$ cat config.mk
export PLATFORM = sky130hd
export DESIGN_NAME = epoch_irq_timer
export DESIGN_NICKNAME = d
export VERILOG_FILES = /design/src/rtl/epoch_pkg.sv /design/src/rtl/period_counter.sv /design/src/rtl/tic_period_ctrl.sv /design/src/rtl/status_irq.sv /design/src/rtl/epoch_irq_timer.sv
export SDC_FILE = /design/constraint.sdc
export NUM_CORES = 1
export LEC_CHECK = 0
export CAP_MARGIN = 20
export CORE_ASPECT_RATIO = 1.2
export CORE_MARGIN = 8
export CORE_UTILIZATION = 54
export CTS_BUF_LIST = sky130_fd_sc_hd__clkbuf_4
export CTS_CLUSTER_SIZE = 12
export DETAILED_ROUTE_END_ITERATION = 8
export PLACE_DENSITY = 0.81
export SLEW_MARGIN = 20
export SYNTH_ARGS = -nofsm -noshare
export SYNTH_HDL_FRONTEND = slang
export SYNTH_SLANG_ARGS = --single-unit
export TNS_END_PERCENT = 100
$ cat constraint.sdc
create_clock -name clk -period 6.5 [get_ports clk]
set_input_delay 1.95 -clock clk [delete_from_list [all_inputs] [get_ports clk]]
set_output_delay 1.95 -clock clk [all_outputs]
set_load 0.02 [all_outputs]
$ cat src/rtl/epoch_pkg.sv
package epoch_pkg;
    typedef enum logic {
        PER_RUN,
        PER_PENDING
    } per_state_e;

    localparam logic [1:0] ADDR_ACC    = 2'd0;
    localparam logic [1:0] ADDR_TIC_HI = 2'd1;
    localparam logic [1:0] ADDR_TIC_LO = 2'd2;
    localparam logic [1:0] ADDR_STAT   = 2'd3;
endpackage

$ cat src/rtl/period_counter.sv
module period_counter #(
    parameter int unsigned W = 16,
    parameter logic [W-1:0] RST_PERIOD = W'(1)
) (
    input  logic         clk,
    input  logic         rst_n,
    input  logic         ce,
    input  logic [W-1:0] period,
    output logic         fire
);
    localparam logic [W-1:0] ONE = W'(1);

    logic [W-1:0] cnt;
    logic [W-1:0] reload;

    // a zero period is clamped to one enable pulse
    always_comb begin
        reload = (period == '0) ? '0 : period - ONE;
    end

    assign fire = ce && (cnt == '0);

    always_ff @(posedge clk) begin
        if (!rst_n) begin
            cnt <= (RST_PERIOD == '0) ? '0 : RST_PERIOD - ONE;
        end else if (ce) begin
            cnt <= (cnt == '0) ? reload : cnt - ONE;
        end
    end

    assert_hold_without_ce_R9: assert property (@(posedge clk) disable iff (!rst_n)
        !ce |=> $stable(cnt));
endmodule

$ cat src/rtl/tic_period_ctrl.sv
module tic_period_ctrl
    import epoch_pkg::*;
#(
    parameter int unsigned HALF_W = 16,
    parameter logic [2*HALF_W-1:0] RST_PERIOD = '1
) (
    input  logic                clk,
    input  logic                rst_n,
    input  logic                wr_hi,
    input  logic                wr_lo,
    input  logic [HALF_W-1:0]   wr_data,
    input  logic                tic_fire,
    output logic [2*HALF_W-1:0] eff_period,
    output logic [HALF_W-1:0]   staged_hi,
    output logic [HALF_W-1:0]   staged_lo,
    output logic                pending
);
    localparam int unsigned FULL_W = 2 * HALF_W;

    per_state_e state_q, state_d;
    logic [FULL_W-1:0] active_q;
    logic [FULL_W-1:0] pend_q;
    logic [HALF_W-1:0] hi_q;
    logic [HALF_W-1:0] lo_q;
    logic              boundary;

    assign boundary = tic_fire && !wr_lo;

    // state register
    always_ff @(posedge clk) begin
        if (!rst_n) state_q <= PER_RUN;
        else        state_q <= state_d;
    end

    // next state
    always_comb begin
        state_d = state_q;
        unique case (state_q)
            PER_RUN:     if (wr_lo) state_d = PER_PENDING;
            PER_PENDING: if (boundary) state_d = PER_RUN;
            default:     state_d = PER_RUN;
        endcase
    end

    // outputs
    always_comb begin
        eff_period = active_q;
        pending    = 1'b0;
        unique case (state_q)
            PER_RUN: begin
                eff_period = active_q;
                pending    = 1'b0;
            end
            PER_PENDING: begin
                eff_period = pend_q;
                pending    = 1'b1;
            end
            default: begin
                eff_period = active_q;
                pending    = 1'b0;
            end
        endcase
    end

    assign staged_hi = hi_q;
    assign staged_lo = lo_q;

    always_ff @(posedge clk) begin
        if (!rst_n) begin
            hi_q     <= RST_PERIOD[FULL_W-1:HALF_W];
            lo_q     <= RST_PERIOD[HALF_W-1:0];
            pend_q   <= RST_PERIOD;
            active_q <= RST_PERIOD;
        end else begin
            if (wr_hi) hi_q <= wr_data;
            if (wr_lo) begin
                lo_q   <= wr_data;
                pend_q <= {hi_q, wr_data};
            end
            if (state_q == PER_PENDING && boundary) active_q <= pend_q;
        end
    end

    assert_commit_pends_R3: assert property (@(posedge clk) disable iff (!rst_n)
        wr_lo |=> (state_q == PER_PENDING));
    assert_boundary_applies_R3: assert property (@(posedge clk) disable iff (!rst_n)
        (state_q == PER_PENDING && boundary) |=> (state_q == PER_RUN && active_q == $past(pend_q)));
endmodule

$ cat src/rtl/status_irq.sv
module status_irq (
    input  logic clk,
    input  logic rst_n,
    input  logic tic_fire,
    input  logic acc_fire,
    input  logic clr,
    input  logic pol_wr,
    input  logic pol_bit,
    output logic tic_flag,
    output logic acc_flag,
    output logic active_low,
    output logic tic_strobe,
    output logic irq_meas,
    output logic irq_accum
);
    always_ff @(posedge clk) begin
        if (!rst_n) begin
            tic_flag   <= 1'b0;
            acc_flag   <= 1'b0;
            active_low <= 1'b0;
            tic_strobe <= 1'b0;
        end else begin
            tic_flag   <= tic_fire || (tic_flag && !clr);
            acc_flag   <= acc_fire || (acc_flag && !clr);
            tic_strobe <= tic_fire;
            if (pol_wr) active_low <= pol_bit;
        end
    end

    assign irq_meas  = tic_flag ^ active_low;
    assign irq_accum = acc_flag ^ active_low;

    assert_tic_sets_flag_R5: assert property (@(posedge clk) disable iff (!rst_n)
        tic_fire |=> tic_flag);
    assert_read_clears_acc_R6: assert property (@(posedge clk) disable iff (!rst_n)
        (clr && !acc_fire) |=> !acc_flag);
    assert_read_clears_tic_R5: assert property (@(posedge clk) disable iff (!rst_n)
        (clr && !tic_fire) |=> !tic_flag);
    assert_strobe_with_irq_R7: assert property (@(posedge clk) disable iff (!rst_n)
        tic_strobe |-> (irq_meas != active_low));
endmodule

$ cat src/rtl/epoch_irq_timer.sv
module epoch_irq_timer
    import epoch_pkg::*;
#(
    parameter int unsigned SAMPLE_HZ = 1980000,
    parameter int unsigned DATA_W    = 16
) (
    input  logic              clk,
    input  logic              rst_n,
    input  logic              sample_ce,
    input  logic              wr_en,
    input  logic [1:0]        wr_addr,
    input  logic [DATA_W-1:0] wr_data,
    input  logic              rd_en,
    input  logic [1:0]        rd_addr,
    output logic [DATA_W-1:0] rd_data,
    output logic              tic_strobe,
    output logic              irq_meas,
    output logic              irq_accum
);
    localparam int unsigned TIC_W = 2 * DATA_W;
    // 505.05 us = 10101 / 20e6 s, rounded to nearest count
    localparam logic [63:0] ACC_DEF64 =
        (64'(SAMPLE_HZ) * 64'd10101 + 64'd10000000) / 64'd20000000;
    // 50 ms = 1/20 s
    localparam logic [63:0] TIC_DEF64 = 64'(SAMPLE_HZ) / 64'd20;
    localparam logic [DATA_W-1:0] ACC_DEF = ACC_DEF64[DATA_W-1:0];
    localparam logic [TIC_W-1:0]  TIC_DEF = TIC_DEF64[TIC_W-1:0];

    logic [DATA_W-1:0] acc_period_q;
    logic              acc_fire, tic_fire;
    logic [TIC_W-1:0]  tic_eff;
    logic [DATA_W-1:0] tic_hi, tic_lo;
    logic              tic_pending;
    logic              tic_flag, acc_flag, active_low;
    logic              wr_acc, wr_hi, wr_lo, wr_ctl, stat_rd;

    assign wr_acc  = wr_en && (wr_addr == ADDR_ACC);
    assign wr_hi   = wr_en && (wr_addr == ADDR_TIC_HI);
    assign wr_lo   = wr_en && (wr_addr == ADDR_TIC_LO);
    assign wr_ctl  = wr_en && (wr_addr == ADDR_STAT);
    assign stat_rd = rd_en && (rd_addr == ADDR_STAT);

    always_ff @(posedge clk) begin
        if (!rst_n)      acc_period_q <= ACC_DEF;
        else if (wr_acc) acc_period_q <= wr_data;
    end

    period_counter #(.W(DATA_W), .RST_PERIOD(ACC_DEF)) u_acc_cnt (
        .clk    (clk),
        .rst_n  (rst_n),
        .ce     (sample_ce),
        .period (acc_period_q),
        .fire   (acc_fire)
    );

    period_counter #(.W(TIC_W), .RST_PERIOD(TIC_DEF)) u_tic_cnt (
        .clk    (clk),
        .rst_n  (rst_n),
        .ce     (sample_ce),
        .period (tic_eff),
        .fire   (tic_fire)
    );

    tic_period_ctrl #(.HALF_W(DATA_W), .RST_PERIOD(TIC_DEF)) u_tic_ctrl (
        .clk        (clk),
        .rst_n      (rst_n),
        .wr_hi      (wr_hi),
        .wr_lo      (wr_lo),
        .wr_data    (wr_data),
        .tic_fire   (tic_fire),
        .eff_period (tic_eff),
        .staged_hi  (tic_hi),
        .staged_lo  (tic_lo),
        .pending    (tic_pending)
    );

    status_irq u_status (
        .clk        (clk),
        .rst_n      (rst_n),
        .tic_fire   (tic_fire),
        .acc_fire   (acc_fire),
        .clr        (stat_rd),
        .pol_wr     (wr_ctl),
        .pol_bit    (wr_data[0]),
        .tic_flag   (tic_flag),
        .acc_flag   (acc_flag),
        .active_low (active_low),
        .tic_strobe (tic_strobe),
        .irq_meas   (irq_meas),
        .irq_accum  (irq_accum)
    );

    always_comb begin
        rd_data = '0;
        unique case (rd_addr)
            ADDR_ACC:    rd_data = acc_period_q;
            ADDR_TIC_HI: rd_data = tic_hi;
            ADDR_TIC_LO: rd_data = tic_lo;
            ADDR_STAT: begin
                rd_data            = '0;
                rd_data[0]         = tic_flag;
                rd_data[1]         = acc_flag;
                rd_data[2]         = tic_pending;
                rd_data[DATA_W-1]  = active_low;
            end
            default:     rd_data = '0;
        endcase
    end

    assert_reset_quiet_R8: assert property (@(posedge clk)
        !rst_n |=> (!tic_strobe && !tic_flag && !acc_flag));
endmodule

==> impl_metrics.ini, run 1 <==
[timing]
skew_ps = 30.5
timing.slew.headroom_pct = 47.6
finalCritPeriodShare_pct = 90.5
rsz0062_at_grt = false
hold_violations = 0
drv_slew = 0
tns_ps = 0
finalWorstSetupSlack_ps = 619
fin_crit_ps = 5880
max_freq_ghz = 0.170
worst_slew_pin_slew_ps = 786
setup_viol = 0

[setup_path]
critPathLaunchType = input port
cp-end-kind = output port
cp_slowest_cell = clkdlybuf4s50_1
arrival_ps = 3930
max_stage_delay_ps = 770
path_cells = clkdlybuf4s50_1 > nor2b_1 > buf_4 > nand2_1 > o21ai_0 > clkdlybuf4s50_1
cp_top_family = buffers and inverters
critPathMaxFanout = 12
cp_common_cell = clkdlybuf4s50_1
critPathKind = in2out
ff2ff_setup_slack_ps = 2710
crit_buf_inv = 3
critical_path_required_ps = 4550

[logic_synthesis]
synth_area_um2 = 8300
yosysTopAreaCell = dfxtp_1
synth_cells = 1085
seq_area_frac_synth_pct = 35.9
syn_area_per_cell_um2 = 7.65
synth_area_leaders = dfxtp_1 (36%), nand2_1 (11%), a21oi_1 (6.3%)
synth_warnings = 0
synth_cell_types = 68
ys_ff_latch = 149
synth_top_cell_area_share_pct = 35.9
synth_fp_nets = 1117
synth_edf_count = 0
postSynth.asyncResetShare_pct = 0
ys_dominant_reg_cell = dfxtp_1

[final_layout]
drive_above_1_share_pct = 7.53
final_util_pct = 60.4
syn2layout_area_growth_pct = 9.34
nets = 1121

[placed_design]
place_ws_ps = 630
port_buffers = 43
dp_hpwl_um = 16600
place_congestion = 0.881

[power]
finalPower_uw = 1690
p_comb_share_pct = 10.0
pwr-share-clk_pct = 33.3
swShare_pct = 31.0
p_switching_uw = 522
ir_worst_vdd_mv = 0.129
leakagePower_uw = 0.00302
intPower_uw = 1160
seqPwrFrac_pct = 56.7
p_per_area_nw_per_um2 = 186

[floorplanning]
fp.dieArea_um2 = 19600
die_x_um = 129
num_rows = 49
start_util_pct = 55.3
num_io_pins = 44
die_h_um = 152
core_um2 = 15000

[clock_tree]
clk_pin_slew_worst_paths_ps = 140
cts_made_buffers = 17
post_cts_buffers = 0
ctsHoldBuffers = 0
cts_tree = yes
cts_resized = 0
cts_buffer_depth = 2
ctsRootBufferMaster = clkbuf_4
clk_latency_ps = 570
htreeDepth = 4
tritoncts_num_sinks = 149

[routing]
initialDrtViolationCount = 785
post_drt_wl_per_cell_um = 17.8
routed_wl_um = 23300
ant_nets = 0
dr.pass1.iters = 5
drc = 0
via_per_inst = 6.19
route.vias.total = 8086

[grt]
grt_max_degree = 71
gr-total-overflow = 0
antenna_found_initial = 0
gr-usage-all-layers_pct = 23.6
grt_pass1_vias = 7404
grt_pass1_wl_um = 38100

[run]
drv_cap = 0

[run_status]
status = finished, final reports clean

[hold_path]
hp-class = reg2reg
per-stage QoR:
step	area (µm²)	hold slack, ps	cells
after floorplan	8300	438	1085
after global placement	8810	448	1274
after detailed placement	8810	456	1274
after CTS	9070	473	1306
after global routing	9070	498	1306
final	9080	475	1307
cell usage in the layout (no fill, tap or decap), drive strengths merged, types with 5 or more instances in the layout:
| master | count |
|---|---|
| o21ai | 56 |
| nor4 | 27 |
| a21oi | 105 |
| o22ai | 14 |
| xor2 | 28 |
| ha | 7 |
| nand3 | 39 |
| o211ai | 9 |
| clkdlybuf4s50 | 42 |
| or4 | 17 |
| or4b | 6 |
| nand4 | 14 |
| nor4b | 5 |
| a22oi | 12 |
| nor2 | 49 |
| clkinv | 6 |
| nor3 | 45 |
| or3 | 17 |
| nand2 | 242 |
| xnor2 | 18 |
| a31oi | 5 |
| mux2i | 47 |
| a221o | 5 |
| o31ai | 6 |
| clkbuf | 17 |
| inv | 20 |
| dfxtp | 149 |
| buf | 16 |
cell type report:
cell class | instances | area, µm²
Fill cell | 1368 | 5940
Multi-Input combinational cell | 851 | 4990
Sequential cell | 149 | 2980
Timing Repair Buffer | 58 | 538
Tap cell | 204 | 255
Clock inverter | 15 | 134
Clock buffer | 17 | 128
Inverter | 12 | 46.3
Antenna cell | 1 | 2.50
cells by family after synthesis:
logic type | after synthesis | share of synthesized area, %
flops | 149 | 35.9
fa+ha+maj | 7 | 1.05
simple gates | 496 | 28.7
compound gates | 250 | 18.4
mux | 52 | 6.89
xor+xnor | 46 | 4.85
buf+inv | 85 | 4.21
cells in the mapped netlist, types with 3 or more instances:
master / instances
nand2_1: 241
dfxtp_1: 149
a21oi_1: 105
clkbuf_1: 59
o21ai_0: 54
nor2_1: 49
mux2i_1: 47
nor3_1: 45
nand3_1: 39
xor2_1: 28
nor4_1: 26
xnor2_1: 18
or3_1: 17
or4_1: 16
nand4_1: 14
o22ai_1: 14
a22oi_1: 12
inv_1: 10
o211ai_1: 9
ha_1: 7
buf_2: 6
o31ai_1: 6
or4b_2: 6
a221o_1: 5
a31oi_1: 5
buf_1: 5
nor4b_1: 5
and2_1: 4
mux4_2: 4
nand2b_1: 4
nand4b_1: 4
o31a_1: 4
or2_2: 4
or3b_2: 4
a21o_1: 3
a221oi_1: 3
a222oi_1: 3
and3_1: 3
buf_6: 3
nor2b_1: 3
nor3b_1: 3
o21a_1: 3
o32ai_1: 3
sequential cells by signal (all words and copies together) (netlist names):
name,count
acc_period_q,16
u_acc_cnt.cnt,16
u_status.acc_flag,1
u_status.active_low,1
u_status.tic_flag,1
u_status.tic_strobe,1
u_tic_cnt.cnt,32
u_tic_ctrl.active_q,32
u_tic_ctrl.pend_q,17
u_tic_ctrl.staged_hi,16
u_tic_ctrl.staged_lo,15
u_tic_ctrl.state_q,1
routing by layer:
metal  up-vias  share of wire, %  routed length [µm]  track usage [%]
li1       3924                 -                   -                -
met1      3758                43               10000             30.8
met2       348                47               10900             37.1
met3        56               6.6                1540             3.68
met4         0               3.7                 872             11.0
met5         -                 0                   0                0
power by group through the flow:
stage / Sequential [µW] / Combinational [µW] / Clock [µW]
final: 957 / 168 / 562
after floorplan: 965 / 110 / 0
after global routing: 959 / 182 / 604
after global placement: 976 / 163 / 0
after detailed placement: 976 / 165 / 0
after CTS: 956 / 166 / 563
worst reg2reg max path, delay by kind of cell, from the launching register on:
kind / cells / cell delay, ps
and+or+nand+nor: 3 / 1390
AOI/OAI and AO/OA: 3 / 630
buffers and inverters: 1 / 610
muxes: 1 / 400
DFF: 1 / 360
adders and majority gates: 1 / 280
path summary, 6_finish.rpt:
check	to	cells after the start	startpoint
hold / removal	u_tic_ctrl.active_q[8]	2	u_tic_ctrl.active_q[8]
setup / recovery	rd_data[10]	6	rd_addr[0]
hold reg to reg	u_tic_ctrl.active_q[8]	2	u_tic_ctrl.active_q[8]
setup reg to reg	u_tic_cnt.cnt[3]	9	u_tic_ctrl.state_q
Note: power is estimated with default switching activity, not from simulation.
==> inputs of run 2 (changes only) <==
--- a/config.mk
+++ b/config.mk
@@ -5,14 +5,16 @@
 export SDC_FILE = /design/constraint.sdc
 export NUM_CORES = 1
 export LEC_CHECK = 0
+export ABC_AREA = 1
 export CAP_MARGIN = 20
-export CORE_ASPECT_RATIO = 1.2
+export CORE_ASPECT_RATIO = 0.9
 export CORE_MARGIN = 8
 export CORE_UTILIZATION = 54
 export CTS_BUF_LIST = sky130_fd_sc_hd__clkbuf_4
 export CTS_CLUSTER_SIZE = 12
 export DETAILED_ROUTE_END_ITERATION = 8
 export PLACE_DENSITY = 0.81
+export SKIP_CTS_REPAIR_TIMING = 1
 export SLEW_MARGIN = 20
 export SYNTH_ARGS = -nofsm -noshare
 export SYNTH_HDL_FRONTEND = slang
==> impl_metrics.ini, run 2 <==
[grt]
grt_pass1_vias = 8432
gr-total-overflow = 0
antenna_found_initial = 1
grt_pass1_wl_um = 43700
grt_util_met2_pct = 37.6
gr-usage-met3_pct = 7.07
gr-usage-met1_pct = 34.4
grt_max_degree = 111
grt.busiest_layer = met2
gr-usage-all-layers_pct = 25.3

[floorplanning]
fp.dieArea_um2 = 21200
start_util_pct = 54.3
num_io_pins = 44
die_x_um = 152
die_h_um = 139
core_um2 = 16700
num_rows = 45

[final_layout]
mostFrequentLayoutCell = nand2_1
stdcell_count = 1660
drive_above_1_share_pct = 6.84
multiInputGateArea_um2 = 5140
final_util_pct = 58.8
reg.largest.list = u_tic_cnt.cnt x32, u_tic_ctrl.active_q x32, u_tic_ctrl.pend_q x17
final-seq-area_um2 = 2980
syn2layout_area_growth_pct = 8.18
final_cell_mix = nand2_1 (341), nor2_1 (181), inv_1 (166)
final_area_um2 = 9790
nets = 1467
n_fill_cell = 1618

[timing]
skew_ps = 29.6
rsz0062_at_grt = false
timing.slew.headroom_pct = 28.0
tns_ps = 0
drv_slew = 0
hold_violations = 0
worst_slew_pin_slew_ps = 1080
fin_crit_ps = 5910
finalCritPeriodShare_pct = 90.9
whs_ps = 461
setup_viol = 0
max_freq_ghz = 0.169

[clock_tree]
clk_latency_ps = 590
cts_buffer_depth = 2
clk_pin_slew_worst_paths_ps = 130
ctsRootBufferMaster = clkbuf_4
cts_made_buffers = 17
htreeDepth = 4
tritoncts_num_sinks = 149
cts_tree = yes

[logic_synthesis]
syn_area_per_cell_um2 = 6.39
synth_cells = 1417
postSynth.asyncResetShare_pct = 0
synth_edf_count = 0
ys_ff_latch = 149
synth_top_cell_area_share_pct = 32.9
yosys.cell_count.top_type = nand2_1
ys_dominant_reg_cell = dfxtp_1
seq_area_frac_synth_pct = 32.9
synth_cell_types = 47
synth_fp_nets = 1449
synth_area_um2 = 9050
synth_warnings = 0
synth_area_leaders = dfxtp_1 (33%), nand2_1 (14%), nor2_1 (7.5%)
synth_common_cells = nand2_1 (341), nor2_1 (181), inv_1 (166)
yosysTopAreaCell = dfxtp_1

[routing]
post_drt_wl_per_cell_um = 16.3
dr.pass1.iters = 7
drc = 0
ant_nets = 0
initialDrtViolationCount = 1041
via_per_inst = 5.68
route.vias.total = 9427
routed_wl_um = 27000

[placed_design]
placed_cells = 1627
placed_area_um2 = 9530
dp_hpwl_um = 19800
port_buffers = 43
place_congestion = 0.968

[setup_path]
arrival_ps = 3960
critPathLaunchType = input port
crit_buf_inv = 3
critPathKind = in2out
cp_top_family = buffers and inverters
max_stage_delay_ps = 660
cp_common_cell = clkdlybuf4s50_1
cp-end-kind = output port
path_cells = clkdlybuf4s50_1 > nor2_1 > inv_1 > o211ai_1 > clkdlybuf4s50_1
critPathMaxFanout = 14
cp_slowest_cell = clkdlybuf4s50_1
critical_path_required_ps = 4550

[run]
drv_cap = 0

[power]
leakagePower_uw = 0.00456
ir_worst_vdd_mv = 0.121
p_per_area_nw_per_um2 = 192

[hold_path]
hp-class = reg2reg

[run_status]
status = finished, final reports clean
[run 2: changes by cell type in the layout (fill, tap and decap cells not counted), sizes merged, moves of 21 or more]
cell | previous run | this run
nand3 | 39 | 66
nor4 | 27 | 6
nor2 | 49 | 199
o21ai | 56 | 147
inv | 20 | 176
mux2i | 47 | 0
nor3 | 45 | 13
nand2 | 242 | 363
[run 2: final timing paths]
path / start / endpoint / slack, ps / cells after the start
worst max register to register: u_tic_ctrl.state_q / u_tic_cnt.cnt[17] / 3390 / 14
worst min-delay path: u_tic_ctrl.active_q[29] / u_tic_ctrl.active_q[29] / 460 / 2
worst min register to register: u_tic_ctrl.active_q[29] / u_tic_ctrl.active_q[29] / 460 / 2
worst max-delay path: rd_addr[0] / rd_data[11] / 590 / 5
[run 2: metal layers]
layer / part of all wire, % / vias to the layer above
li1: - / 4615
met1: 45 / 4315
met2: 42 / 447
met3: 10 / 50
met4: 2.2 / 0
met5: 0 / -
[run 2: area by class of cell]
class | count | area share [%]
clock inverter | 14 | 1.30
antenna | 1 | 0.0255
tap | 211 | 2.70
clock buffer | 18 | 1.38
sequential | 149 | 30.5
inverter | 173 | 6.71
multi-input combinational | 1042 | 52.4
timing repair buffer | 52 | 4.98
[run 2: worst min-delay path, stage by stage, from the launching register on]
cell,delay (ps)
dfxtp_1,340
inv_1,50
a21oi_1,50
[run 2: power by group]
| group | internal, µW | switching, µW | leakage (µW) |
|---|---|---|---|
| registers | 953 | 48.0 | 0.00122 |
| clock network | 197 | 372 | 0.000132 |
| logic | 109 | 199 | 0.00321 |
[run 2: cell families after synthesis]
group | share of synthesized area, %
buffers and inverters | 10.3
and+or+nand+nor | 32.5
adders and majority gates | 0.967
xor gates and xnor gates | 4.74
DFF | 32.9
AOI/OAI and AO/OA | 18.5
[run 2: metrics by stage]
step / total power (µW) / setup WS (ps)
floorplan: 1220 / 1720
finish: 1880 / 590
global route: 1950 / 562
detailed placement: 1320 / 676
global placement: 1310 / 722
CTS: 1870 / 672
